## config.mk

```make
export PLATFORM = sky130hd
export DESIGN_NAME = frdy_status_reg
export DESIGN_NICKNAME = d
export VERILOG_FILES = /design/src/rtl/frdy_pkg.sv /design/src/rtl/frdy_chan_eval.sv /design/src/rtl/frdy_decode.sv /design/src/rtl/frdy_status_reg.sv
export SDC_FILE = /design/constraint.sdc
export NUM_CORES = 1
export LEC_CHECK = 0
export BUFFER_PORTS_ARGS = -buffer_cell sky130_fd_sc_hd__buf_2
export CORE_MARGIN = 5
export CORE_UTILIZATION = 40
export CTS_BUF_LIST = sky130_fd_sc_hd__clkbuf_2 sky130_fd_sc_hd__clkbuf_4 sky130_fd_sc_hd__clkbuf_8
export DETAILED_ROUTE_END_ITERATION = 12
export HOLD_SLACK_MARGIN = 0.02
export PLACE_DENSITY = 0.81
export SYNTH_ARGS = -nofsm -noshare
export SYNTH_HDL_FRONTEND = slang
export SYNTH_HIERARCHICAL = 1
export SYNTH_SLANG_ARGS = --single-unit
```

## constraint.sdc

```tcl
create_clock -name clk -period 5.7 [get_ports clk]
set_clock_uncertainty 0.2 [all_clocks]
set_input_delay 0.57 -clock clk [delete_from_list [all_inputs] [get_ports clk]]
set_output_delay 0.57 -clock clk [all_outputs]
set_load 0.02 [all_outputs]
```

## src/rtl/frdy_pkg.sv

```systemverilog
package frdy_pkg;
  localparam int NCH      = 2;
  localparam int CNT_W    = 7;
  localparam int TRIG_W   = 6;
  localparam int DATA_W   = 8;
  localparam int ADDR_W   = 3;
  localparam int TX_BASE  = 0;
  localparam int RX_BASE  = 4;
  localparam logic [ADDR_W-1:0] RDY_ADDR = 3'b111;

  typedef enum logic [1:0] {
    SRC_NONE   = 2'd0,
    SRC_STATUS = 2'd1,
    SRC_CH_A   = 2'd2,
    SRC_CH_B   = 2'd3
  } rd_src_e;
endpackage

```

## src/rtl/frdy_chan_eval.sv

```systemverilog
module frdy_chan_eval #(
  parameter int CNT_W  = 7,
  parameter int TRIG_W = 6
) (
  input  logic [CNT_W-1:0]  tx_free,
  input  logic [CNT_W-1:0]  rx_fill,
  input  logic [TRIG_W-1:0] tx_trig,
  input  logic [TRIG_W-1:0] rx_trig,
  input  logic              rx_tmo,
  output logic              tx_ok,
  output logic              rx_ok
);
  localparam int PAD = CNT_W - TRIG_W;

  logic [CNT_W-1:0] tx_trig_w;
  logic [CNT_W-1:0] rx_trig_w;

  always_comb begin
    tx_trig_w = {{PAD{1'b0}}, tx_trig};
    rx_trig_w = {{PAD{1'b0}}, rx_trig};
    tx_ok     = (tx_free >= tx_trig_w);
    rx_ok     = (rx_fill >= rx_trig_w) || rx_tmo;
  end
endmodule

```

## src/rtl/frdy_decode.sv

```systemverilog
module frdy_decode
  import frdy_pkg::*;
#(
  parameter int ADDR_W = 3,
  parameter logic [ADDR_W-1:0] HIT_ADDR = '1
) (
  input  logic [ADDR_W-1:0] addr,
  input  logic [1:0]        csel_n,
  input  logic              rdy_en,
  input  logic              loop_en,
  input  logic              rd_stb,
  input  logic              wr_stb,
  output logic              hit,
  output rd_src_e           src
);
  always_comb begin
    hit = (addr == HIT_ADDR) && (csel_n == 2'b00) && rdy_en && !loop_en;
    src = SRC_NONE;
    if (rd_stb && !wr_stb) begin
      if (hit)             src = SRC_STATUS;
      else if (!csel_n[0]) src = SRC_CH_A;
      else if (!csel_n[1]) src = SRC_CH_B;
      else                 src = SRC_NONE;
    end
  end
endmodule

```

## src/rtl/frdy_status_reg.sv

```systemverilog
module frdy_status_reg
  import frdy_pkg::*;
(
  input  logic                clk,
  input  logic                rst,
  input  logic [1:0]          csel_n,
  input  logic [ADDR_W-1:0]   addr,
  input  logic                rd_stb,
  input  logic                wr_stb,
  input  logic                mcr_rdy_en,
  input  logic                loop_en,
  input  logic [CNT_W-1:0]    tx_free_a,
  input  logic [CNT_W-1:0]    tx_free_b,
  input  logic [CNT_W-1:0]    rx_fill_a,
  input  logic [CNT_W-1:0]    rx_fill_b,
  input  logic [TRIG_W-1:0]   tx_trig_a,
  input  logic [TRIG_W-1:0]   tx_trig_b,
  input  logic [TRIG_W-1:0]   rx_trig_a,
  input  logic [TRIG_W-1:0]   rx_trig_b,
  input  logic                rx_tmo_a,
  input  logic                rx_tmo_b,
  input  logic [DATA_W-1:0]   chan_a_rdata,
  input  logic [DATA_W-1:0]   chan_b_rdata,
  output logic [DATA_W-1:0]   rdy_status,
  output logic                status_sel,
  output logic [DATA_W-1:0]   rd_data
);
  logic [CNT_W-1:0]  free_arr [NCH];
  logic [CNT_W-1:0]  fill_arr [NCH];
  logic [TRIG_W-1:0] ttrg_arr [NCH];
  logic [TRIG_W-1:0] rtrg_arr [NCH];
  logic [NCH-1:0]    tmo_vec;
  logic [NCH-1:0]    tx_ok;
  logic [NCH-1:0]    rx_ok;
  logic [DATA_W-1:0] status_next;
  logic              hit;
  rd_src_e           rd_src;

  always_comb begin
    free_arr[0] = tx_free_a;  free_arr[1] = tx_free_b;
    fill_arr[0] = rx_fill_a;  fill_arr[1] = rx_fill_b;
    ttrg_arr[0] = tx_trig_a;  ttrg_arr[1] = tx_trig_b;
    rtrg_arr[0] = rx_trig_a;  rtrg_arr[1] = rx_trig_b;
    tmo_vec     = {rx_tmo_b, rx_tmo_a};
  end

  for (genvar ch = 0; ch < NCH; ch++) begin : g_chan
    frdy_chan_eval #(
      .CNT_W (CNT_W),
      .TRIG_W(TRIG_W)
    ) u_eval (
      .tx_free(free_arr[ch]),
      .rx_fill(fill_arr[ch]),
      .tx_trig(ttrg_arr[ch]),
      .rx_trig(rtrg_arr[ch]),
      .rx_tmo (tmo_vec[ch]),
      .tx_ok  (tx_ok[ch]),
      .rx_ok  (rx_ok[ch])
    );
  end

  always_comb begin
    status_next = '0;
    for (int i = 0; i < NCH; i++) begin
      status_next[TX_BASE+i] = tx_ok[i];
      status_next[RX_BASE+i] = rx_ok[i];
    end
  end

  frdy_decode #(
    .ADDR_W  (ADDR_W),
    .HIT_ADDR(RDY_ADDR)
  ) u_dec (
    .addr   (addr),
    .csel_n (csel_n),
    .rdy_en (mcr_rdy_en),
    .loop_en(loop_en),
    .rd_stb (rd_stb),
    .wr_stb (wr_stb),
    .hit    (hit),
    .src    (rd_src)
  );

  always_ff @(posedge clk) begin
    if (rst) begin
      rdy_status <= '0;
      status_sel <= 1'b0;
      rd_data    <= '0;
    end else begin
      rdy_status <= status_next;
      status_sel <= hit;
      case (rd_src)
        SRC_STATUS: rd_data <= status_next;
        SRC_CH_A:   rd_data <= chan_a_rdata;
        SRC_CH_B:   rd_data <= chan_b_rdata;
        default:    rd_data <= rd_data;
      endcase
    end
  end

  // Assertions
  AST_TX_A_SPACE: assert property (@(posedge clk) disable iff (rst)
    !$past(rst) |-> rdy_status[TX_BASE] == ($past(tx_free_a) >= CNT_W'($past(tx_trig_a))));
  AST_TX_B_SPACE: assert property (@(posedge clk) disable iff (rst)
    !$past(rst) |-> rdy_status[TX_BASE+1] == ($past(tx_free_b) >= CNT_W'($past(tx_trig_b))));
  AST_RX_A_TMO: assert property (@(posedge clk) disable iff (rst)
    (!$past(rst) && $past(rx_tmo_a)) |-> rdy_status[RX_BASE]);
  AST_RX_B_TMO: assert property (@(posedge clk) disable iff (rst)
    (!$past(rst) && $past(rx_tmo_b)) |-> rdy_status[RX_BASE+1]);
  AST_RSVD_ZERO: assert property (@(posedge clk)
    rdy_status[3:2] == 2'b00 && rdy_status[7:6] == 2'b00);
  AST_SEL_DECODE: assert property (@(posedge clk) disable iff (rst)
    !$past(rst) |-> status_sel == ($past(addr) == RDY_ADDR && $past(csel_n) == 2'b00
                                   && $past(mcr_rdy_en) && !$past(loop_en)));
  AST_RD_SNAPSHOT: assert property (@(posedge clk) disable iff (rst)
    $past(!rst && rd_src == SRC_STATUS) |-> rd_data == $past(status_next));
  AST_WR_NO_LOAD: assert property (@(posedge clk) disable iff (rst)
    $past(!rst && wr_stb) |-> $stable(rd_data));
  AST_RESET_CLEAR: assert property (@(posedge clk)
    $past(rst) |-> (rdy_status == '0 && !status_sel && rd_data == '0));
endmodule

```

== After elaboration in Yosys (flattened, before gate mapping) ==
Index checks and enable logic that the tools add are counted.

* Add/subtract/negate cells: 0
* $mul: 0
* Div/mod/pow operators: 0
* $lt $le $gt $ge: 4
* Equality and inequality tests: 4
* Shift-type cells: 0
* Mux-type cells: 5
* Bitwise logic cells: 0
* Reduce and logical (&&, ||, !) cells: 10

{| class="wikitable"
|+ Operators by type and width
! kind !! count
|-
| >= comparator 7 x 6 -> 1 bit || 4
|-
| case mux 8 bit (3 select lines) || 1
|-
| 2-to-1 mux 2 bit || 4
|-
| == test 2 bit (second input constant) || 2
|-
| logical AND 1 bit || 4
|-
| == test 3 bit (second input constant) || 1
|-
| nonzero test 3 bit || 1
|-
| == test 2 x 1 -> 1 bit (second input constant) || 1
|-
| logical NOT 1 bit || 2
|-
| logical NOT 2 bit || 1
|-
| logical OR 1 bit || 2
|}

* Flip-flop bits (word level): 17
* Latch bits: 0
* Bits in writable memories: 0
* Memory bits (read-only): 0
* Bits of input ports: 81
* Logic and storage cells: 27
* Memories: 0

== Longest topological paths before layout ==
Gate-level depths: netlist of the first run.

* Word-level depth: 8
* Gate-level depth with buffers: 7

== Cells and area by module ==
Netlist of the first run, hierarchy kept.

{| class="wikitable"
|+ By module, submodules not included
! module !! instances !! cells an instance !! area an instance (µm²) !! seq. area each (µm²)
|-
| frdy_chan_eval || 2 || 38 || 296.5 || 0.0
|-
| frdy_status_reg || 1 || 47 || 585.6 || 260.2
|-
| frdy_decode || 1 || 9 || 93.8 || 0.0
|}

== Worst setup path before layout of the first run ==
Ideal clock, no wire load.

* Kind: input-to-reg
* From: in rx_trig_a[4]
* To: reg rd_data[4]
* Data arrival time: 2.076 ns
* Slack: 3.310 ns
* Cell stages on the path: 7
* Path buffers: 0
* Path through: inv_1 -> ha_1 -> a21o_1 -> a2111oi_2 -> o21ai_1 -> mux4_1 -> nor2b_1

* Word-level cells in the longest chain between the ends: 3

{| class="wikitable"
|+ Ends and longest elaborated chain
! element !! line !! RTL
|-
| start, declared || frdy_status_reg.sv:18 || <nowiki>input logic [TRIG_W-1:0] rx_trig_a,</nowiki>
|-
| >= comparator 7 x 6 -> 1 bit || frdy_chan_eval.sv:22 || <nowiki>rx_ok = (rx_fill >= rx_trig_w) || rx_tmo;</nowiki>
|-
| logical OR 1 bit || frdy_chan_eval.sv:22 ||
|-
| net rx_ok[0] || frdy_status_reg.sv:34 || <nowiki>logic [NCH-1:0] rx_ok;</nowiki>
|-
| case mux 8 bit (3 select lines) || frdy_status_reg.sv:92 || <nowiki>case (rd_src)</nowiki>
|-
| end signal, assigned || frdy_status_reg.sv:93 || <nowiki>SRC_STATUS: rd_data <= status_next;</nowiki>
|-
| end signal, assigned || frdy_status_reg.sv:94 || <nowiki>SRC_CH_A: rd_data <= chan_a_rdata;</nowiki>
|-
| end signal, assigned || frdy_status_reg.sv:95 || <nowiki>SRC_CH_B: rd_data <= chan_b_rdata;</nowiki>
|-
| end, declared || frdy_status_reg.sv:26 || <nowiki>output logic [DATA_W-1:0] rd_data</nowiki>
|}

The timed path passes the listed nets, and every way through them passes these cells.
A chain may end at the register's enable or synchronous reset.

== Worst setup path in the final report of the first run ==
* From: in rx_fill_a[4]
* To: reg rd_data[4]

* Word-level cells in the longest chain between the ends: 3

{| class="wikitable"
|+ Ends and longest elaborated chain
! element !! line !! RTL
|-
| start, declared || frdy_status_reg.sv:14 || <nowiki>input logic [CNT_W-1:0] rx_fill_a,</nowiki>
|-
| >= comparator 7 x 6 -> 1 bit || frdy_chan_eval.sv:22 ||
|-
| logical OR 1 bit || frdy_chan_eval.sv:22 ||
|-
| net rx_ok[0] || frdy_status_reg.sv:34 ||
|-
| case mux 8 bit (3 select lines) || frdy_status_reg.sv:92 ||
|}

The timed path passes the listed nets, and every way through them passes these cells.

==> run metrics, run 1 <==
largest net degree at the start of global routing=14; setup repair bufs after CTS=0; most common cell after layout, fill and taps aside=buf_2; GPL Wtd Cong=0.726; first-pass GRT wire length=4.65 mm; final setup margin=3410 ps; Critical Path RT=5650 ps; total gr overflow=0; # port buffers=93; Avg Inst Size Synth=9.64 µm²; CP arrival=2240 ps; outcome=finished, final reports clean; Seq/Total Area, Yosys=20.5%; Fin. Hold Viols=0; Final HPWL DP=2.80 mm; Worst Setup Start Kind=input pin; clk sink count=13; relative slew slack=46.1%; Vias/cell=4.68; Crit Path Category=in -> reg; crit-path max FO=2; vias in the first global route=1226; Lkg Pwr=1.05 nW; Layout Nets=331; Max Slew Vio Count=0; Remaining DRCs=0; crit-path leading delay family=compound AO/OA/AOI/OAI gates; Site Rows=20; cells after synthesis=132; via count=1260; library cells used by synthesis=29; critical-path cell list=buf_2 > ha_1 > a21o_1 > a2111oi_2 > o21ai_1 > mux4_1 > nor2b_1; Post-CTS Resized=0; Crit. End Element=register; commonest non-fill, non-tap cells in the layout=93 x buf_2, 26 x inv_1, 24 x ha_1; clk root buf=clkbuf_4; Worst Hold Class=reg -> reg; routed wire length=3.00 mm; IO Pins=98; Total Power=0.000257 W; Final Cycle Share=40.1%; PD cells=144 nW/µm²; Setup TNS Final=0 ps; RSZ-0062 raised after global routing=false; Buf/Inv on CP=1; min cycle time layout=2290 ps; layout cells sized above 1=47.1%; core area=3050 µm²; Final setup viols=0; Hold-fix buffers, CTS=0; Mapped Area=1270 µm²; highest-delay cell along the critical path=mux4_1; DP Worst Slack=3130 ps; Crit path largest cell delay=490 ps; die area=4410 µm²; Max Clock Freq=437 MHz; initial antenna violation count=0; Clock Pin Slew Worst Setup and Hold Paths=70 ps; Ant. Diodes=0; max cap viols=0; total CTS buffers=3; antenna-violating nets left=0; H-tree Lvls=1; Clk Latency, worst-skew pair=260 ps; 1st-iter DRT viols=34; Chip Width=66.4 µm; actual slew at the worst max-slew pin=800 ps; total track usage=13.2%; worst vdd ir=0.0000564 V; Initial Utilization=41.7%; clk buf depth=2; synthesized flop and latch total=13; area growth from synthesis to layout=40.3%; DR WL/cell=11.2 µm; CTS tree=yes; DR pass1 iterations=3; Yosys warnings=6; Die Y=66.4 µm
==> power by group <==
part / switching (W) / total (W) / internal, W
Clock: 0.0000269 / 0.0000587 / 0.0000318
Sequential: 0.00000227 / 0.0000991 / 0.0000969
Combinational: 0.0000459 / 0.0000988 / 0.0000529
==> sequential cells by signal, summed over array words and instances, names as in the netlist <==
name        count
rd_data         8
rdy_status      4
status_sel      1
==> path summary, 6_finish.rpt <==
| path | startpoint | to | slack [ps] | depth (start not counted) |
|---|---|---|---|---|
| worst min register to register | rd_data[7] | rd_data[7] | 370 | 2 |
| worst min-delay path | rd_data[7] | rd_data[7] | 370 | 2 |
| worst max register to register | rd_data[4] | rd_data[4] | 4450 | 2 |
| worst max-delay path | rx_fill_a[4] | rd_data[4] | 3410 | 7 |
==> through the flow <==
stage | utilization [%] | instance area [µm²] | hold WS [ps] | instances
final | 58.5 | 1790 | 366 | 269
after global routing | 58.5 | 1790 | 417 | 269
after CTS | 58.5 | 1790 | 371 | 269
after detailed placement | 57.5 | 1760 | 351 | 265
after global placement | 57.5 | 1760 | 364 | 265
after floorplan | - | 1280 | 420 | 135
==> routing by layer <==
| layer | track usage (%) | vias up | wire length, µm |
|---|---|---|---|
| li1 | - | 646 | - |
| met1 | 12.7 | 564 | 1090 |
| met2 | 27.5 | 48 | 1570 |
| met3 | 2.72 | 2 | 327 |
| met4 | 3.05 | 0 | 15 |
| met5 | 0 | - | 0 |
==> synth_stat cells <==
master | instances | share of area [%]
buf_4 | 4 | 2.4
a31oi_1 | 4 | 2.0
nand2b_4 | 1 | 1.1
dfxtp_1 | 13 | 20
nand2_1 | 1 | 0.29
mux2i_1 | 4 | 3.1
a211oi_1 | 6 | 3.5
buf_1 | 1 | 0.29
nor2b_1 | 8 | 3.9
nand2b_1 | 4 | 2.0
o41ai_2 | 1 | 1.3
o311a_1 | 1 | 0.79
nand3_1 | 2 | 0.79
mux4_2 | 2 | 3.5
a21boi_0 | 4 | 2.4
nor2b_4 | 2 | 2.2
buf_6 | 1 | 0.88
nor3_1 | 1 | 0.39
conb_1 | 1 | 0.29
inv_1 | 26 | 7.7
nand4b_4 | 1 | 1.9
a2111oi_2 | 2 | 2.4
nand4bb_1 | 1 | 0.88
ha_1 | 24 | 24
a21o_1 | 8 | 4.7
mux4_1 | 2 | 4.1
nand4b_1 | 2 | 1.4
o21ai_1 | 4 | 1.6
clkbuf_1 | 1 | 0.29
==> area by class of cell <==
type                    instances  area [µm²]
clock buffers                   4        30.0
fillers                       298        1270
inverters                      26        97.6
multi-input cells              89         877
flip-flops and latches         13         260
well taps                      44        55.1
repair buffers                 93         465
==> worst reg2reg max path, cell delays in order, from the launching register on <==
cell,delay [ps]
dfxtp_1,320
mux4_1,470
nor2b_1,140
==> cells by family (layout without fill, tap and decap cells) <==
group	Yosys count	in the layout	share of synthesized area, %
buf+inv	33	123	11.5
compound gates	30	30	18.6
fa+ha+maj	24	24	23.6
simple gates	23	23	14.7
flops	13	13	20.5
mux	8	8	10.8
other cells	1	4	0.295
(Power assumes the default switching activity.)
==> inputs of run 2 (changes only) <==
- CORE_UTILIZATION: 40 -> 37
- PLACE_DENSITY: 0.81 -> 0.78
- clock period: 5.7 -> 2 ns (I/O delays scaled with it)
==> run 2 against run 1 <==
Effect of this change: clock power rose to 2.8 times the previous value; highest routed layer is now met3; hold slack got worse by 330 ps; non-clock buffer count rose by 4; largest power group is now combinational logic.
==> run metrics, run 2 (synthesized netlist as in run 1, its figures left out) <==
crit-path leading delay family=compound AO/OA/AOI/OAI gates; Chip Width=68.6 µm; RSZ-0062 raised after global routing=false; Clock Pin Slew Worst Setup and Hold Paths=90 ps; DR pass1 iterations=2; first-pass GRT wire length=4.59 mm; Remaining DRCs=0; Ant. Diodes=0; critical path depth in cells=7; layout cells sized above 1=48.5%; clk root buf=clkbuf_4; largest reg by FF count=rd_data; CTS tree=yes; worst vdd ir=0.000147 V; clk buf depth=2; Worst Setup Start Kind=input pin; met2 Use GR=22.5%; Worst Hold Class=in -> reg; outcome=finished, final reports clean; start of the worst register-to-register path=rd_data[5]; total gr overflow=0; area growth from synthesis to layout=42.4%; max cap viols=0; Final setup viols=0; Initial Utilization=38.1%; Site Rows=21; 1st-iter DRT viols=20; GR Layer Usage met3=3.89%; Lkg Pwr=1.07 nW; IO Pins=98; Max Slew Vio Count=0; total track usage=12.7%; Die Y=68.6 µm; GPL Wtd Cong=0.706; vias in the first global route=1153; reg2reg end=rd_data[5]; total CTS buffers=3; Critical Path RT=1970 ps; setup repair bufs after CTS=0; H-tree Lvls=1; hold worst-path end=status_sel; largest net degree at the start of global routing=14; die area=4710 µm²; highest-delay cell along the critical path=mux4_1; beginning of the critical path=rx_fill_b[4]; clk sink count=13; hold path startpoint=csel_n[0]; PD cells=407 nW/µm²; # port buffers=93; Crit. End Element=register; via count=1285; crit-path max FO=2; Fin. Hold Viols=0; worst hold path cell count=3; Final Cycle Share=92.9%; CP arrival=1830 ps; Vias/cell=4.67; Max Clock Freq=538 MHz; worst reg-to-reg setup slack=760 ps; DR WL/cell=11.4 µm; Buf/Inv on CP=1; Total Power=0.000737 W; core area=3340 µm²; min cycle time layout=1860 ps; Reg2Reg Depth=2; routed wire length=3.12 mm; Clk Latency, worst-skew pair=270 ps; Crit path largest cell delay=490 ps; Top Usage Layer GRT=met2; commonest non-fill, non-tap cells in the layout=93 x buf_2, 26 x inv_1, 24 x ha_1; Layout Nets=335; Largest register FFs=8; Crit Path Category=in -> reg; critical-path cell list=buf_2 > ha_1 > a21o_1 > a2111oi_2 > o21ai_1 > mux4_1 > nor2b_1; met1 Use GR=14.6%; fillers=327; Top Registers=rd_data (8), rdy_status (4), status_sel (1); initial antenna violation count=0; post-layout util=54.3%; most common cell after layout, fill and taps aside=buf_2; Final HPWL DP=2.87 mm; antenna-violating nets left=0
run 2: cell count changes in the layout (fill, tap and decap cells not counted):
cell | before | now
clkbuf_4 | 4 | 3
buf_4 | 0 | 4
clkinv_2 | 0 | 1
mux4_2 | 2 | 3
mux4_1 | 2 | 1
run 2: through the flow:
stage	cells	hold slack [ps]	area (µm²)	TNS [ps]	worst slack [ps]
after floorplan	135	71.6	1280	0	0.530
after global placement	271	333	1790	-292	-145
after detailed placement	271	338	1790	-440	-197
after CTS	275	28.5	1820	0	81.2
after global routing	275	37.6	1810	0	8.76
final	275	36.2	1810	0	142
run 2: worst max path at each step:
stage                  to
6_report       rd_data[5]
5_1_grt        rd_data[4]
4_1_cts        rd_data[4]
3_5_place_dp   rd_data[4]
3_3_place_gp   rd_data[4]
2_1_floorplan  rd_data[4]
run 2: routing by layer:
layer	part of all wire, %	vias up
met5	0	-
met4	0	0
met3	12	0
met2	51	47
met1	36	585
li1	-	653
run 2: what timing repair did:
item                       in CTS  in global routing
hold buffers                    0                  0
setup endpoints to repair       0                  1
resized for setup               0                  1
hold endpoints to repair        0                  0
run 2: layout make-up:
type	count	area [µm²]	area share, %
Inverter	26	97.6	5.39
Timing Repair Buffer	97	495	27.3
Multi-Input combinational cell	89	873	48.2
Tap cell	46	57.6	3.18
Clock buffer	3	22.5	1.24
Sequential cell	13	260	14.4
Clock inverter	1	5.00	0.276
run 2: worst reg2reg max path, delay by kind of cell, from the launching register on:
kind             cells  cell delay, ps
DFF                  1             320
muxes                1             470
and+or+nand+nor      1             140
run 2: report_power, final:
part | leakage [nW] | switching [W] | internal, W
clock network | 0.0177 | 0.0000902 | 0.0000741
logic | 0.943 | 0.000133 | 0.000157
registers | 0.107 | 0.00000591 | 0.000276
total | 1.07 | 0.000229 | 0.000507
==> inputs of run 3 (changes only) <==
- GPL_TIMING_DRIVEN: default -> 0
- REMOVE_ABC_BUFFERS: default -> 1
==> run 3 against run 2 <==
Effect of this change: core utilization shrank 1.0 points; clock-buffer cell count is the same; hold slack gained 10 ps; clock power is essentially flat; wire length shrank 3.6%; combinational power shrank 2%; total power shrank 0.77%; maximum frequency shrank 3.0%; first-iteration DRC count grew to 3.4 times the previous value; worst setup slack lost 58 ps; via count shrank 2.6%; sequential power is essentially flat; largest power group unchanged.
==> run metrics, run 3 (synthesized netlist as in run 1, its figures left out) <==
total track usage=12.0%; Max Slew Vio Count=0; Crit. End Element=register; Critical Path RT=1960 ps; clk sink count=13; storage element area=260 µm²; commonest non-fill, non-tap cells in the layout=93 x buf_2, 26 x inv_1, 24 x ha_1; Remaining DRCs=0; total gr overflow=0; area growth from synthesis to layout=39.7%; Lkg Pwr=1.04 nW; layout cells sized above 1=48.0%; Crit Path Category=in -> reg; Worst Hold Class=in -> reg; Largest register FFs=8; core area=3340 µm²; outcome=finished, final reports clean; Final setup viols=0; fillers=324; DP Worst Slack=-255 ps; GPL Wtd Cong=0.716; actual slew at the worst max-slew pin=862 ps; met1 Use GR=12.7%; crit-path leading delay family=compound AO/OA/AOI/OAI gates; DR pass1 iterations=4; Crit path largest cell delay=480 ps; # port buffers=93; Die Y=68.6 µm; Site Rows=21; Chip Width=68.6 µm; CP arrival=1880 ps; Final Cycle Share=95.8%; min cycle time layout=1920 ps; Max Clock Freq=522 MHz; GR Layer Usage met3=4.21%; Fin. Hold Viols=0; largest reg by FF count=rd_data; multi-input logic area=870 µm²; met2 Use GR=22.9%; first-pass GRT wire length=4.40 mm; Clock Pin Slew Worst Setup and Hold Paths=90 ps; routed wire length=3.01 mm; final setup margin=84.4 ps; 1st-iter DRT viols=68; largest net degree at the start of global routing=14; worst hold margin=46.2 ps; IO Pins=98; clk root buf=clkbuf_4; CTS tree=yes; via count=1251; most common cell after layout, fill and taps aside=buf_2; Final HPWL DP=2.69 mm; Top Usage Layer GRT=met2; initial antenna violation count=0; critical path depth in cells=8; Buf/Inv on CP=2; total CTS buffers=3; Top Registers=rd_data (8), rdy_status (4), status_sel (1); worst hold path cell count=3; antenna-violating nets left=0; RSZ-0062 raised after global routing=false; max cap viols=0; Worst Setup Start Kind=input pin; worst vdd ir=0.000161 V; highest-delay cell along the critical path=mux4_2; relative slew slack=41.9%; clk buf depth=2; Ant. Diodes=0; Clk Latency, worst-skew pair=270 ps; DR WL/cell=11.1 µm; vias in the first global route=1147; H-tree Lvls=1; Vias/cell=4.62; critical-path cell list=buf_2 > inv_1 > ha_1 > a21o_1 > a2111oi_2 > o21ai_1 > mux4_2 > nor2b_1; Initial Utilization=38.1%; Layout Nets=331; Reg2Reg Depth=2; Setup TNS Final=0 ps; die area=4710 µm²; PD cells=411 nW/µm²; crit-path max FO=2
-- run 3: metal layers --
metal,wire (µm),vias up,share of wire [%]
li1,-,652,-
met5,0,-,0
met2,1430,59,48
met1,1150,540,38
met3,426,0,14
met4,0,0,0
-- run 3: area by class of cell --
| class | count | area share [%] |
|---|---|---|
| multi-input combinational | 89 | 48.9 |
| timing repair buffer | 93 | 26.2 |
| sequential | 13 | 14.6 |
| inverter | 26 | 5.49 |
| tap | 46 | 3.24 |
| clock buffer | 3 | 1.27 |
| clock inverter | 1 | 0.281 |
-- run 3: what timing repair did --
item,in CTS,in global routing
resized for setup,0,2
hold endpoints to repair,0,0
hold buffers,0,0
setup endpoints to repair,0,2
setup buffers,0,0
-- run 3: path summary, 6_finish.rpt --
path                     start          to  slack [ps]
hold reg to reg     rd_data[7]  rd_data[7]         380
hold / removal       csel_n[0]  status_sel          50
setup reg to reg    rd_data[4]  rd_data[4]         780
setup / recovery  rx_trig_a[4]  rd_data[4]          80
-- run 3: tightest hold or removal path, delay by kind of cell --
kind          cells  cell delay (ps)
simple gates      2              160
buf+inv           1              110
-- run 3: power breakdown --
part	switching [W]	leakage (nW)	internal [W]
sequential	0.00000614	0.107	0.000276
clock	0.0000914	0.0177	0.0000740
combinational	0.000132	0.918	0.000151
-- run 3: metrics by stage --
stage	instances	area (µm²)	util, %	power [W]
2_1_floorplan	128	1230	-	0.000447
3_3_place_gp	267	1760	52.7	0.000565
3_5_place_dp	267	1760	52.7	0.000574
4_1_cts	271	1790	53.5	0.000741
5_1_grt	271	1780	53.3	0.000789
6_report	271	1780	53.3	0.000731
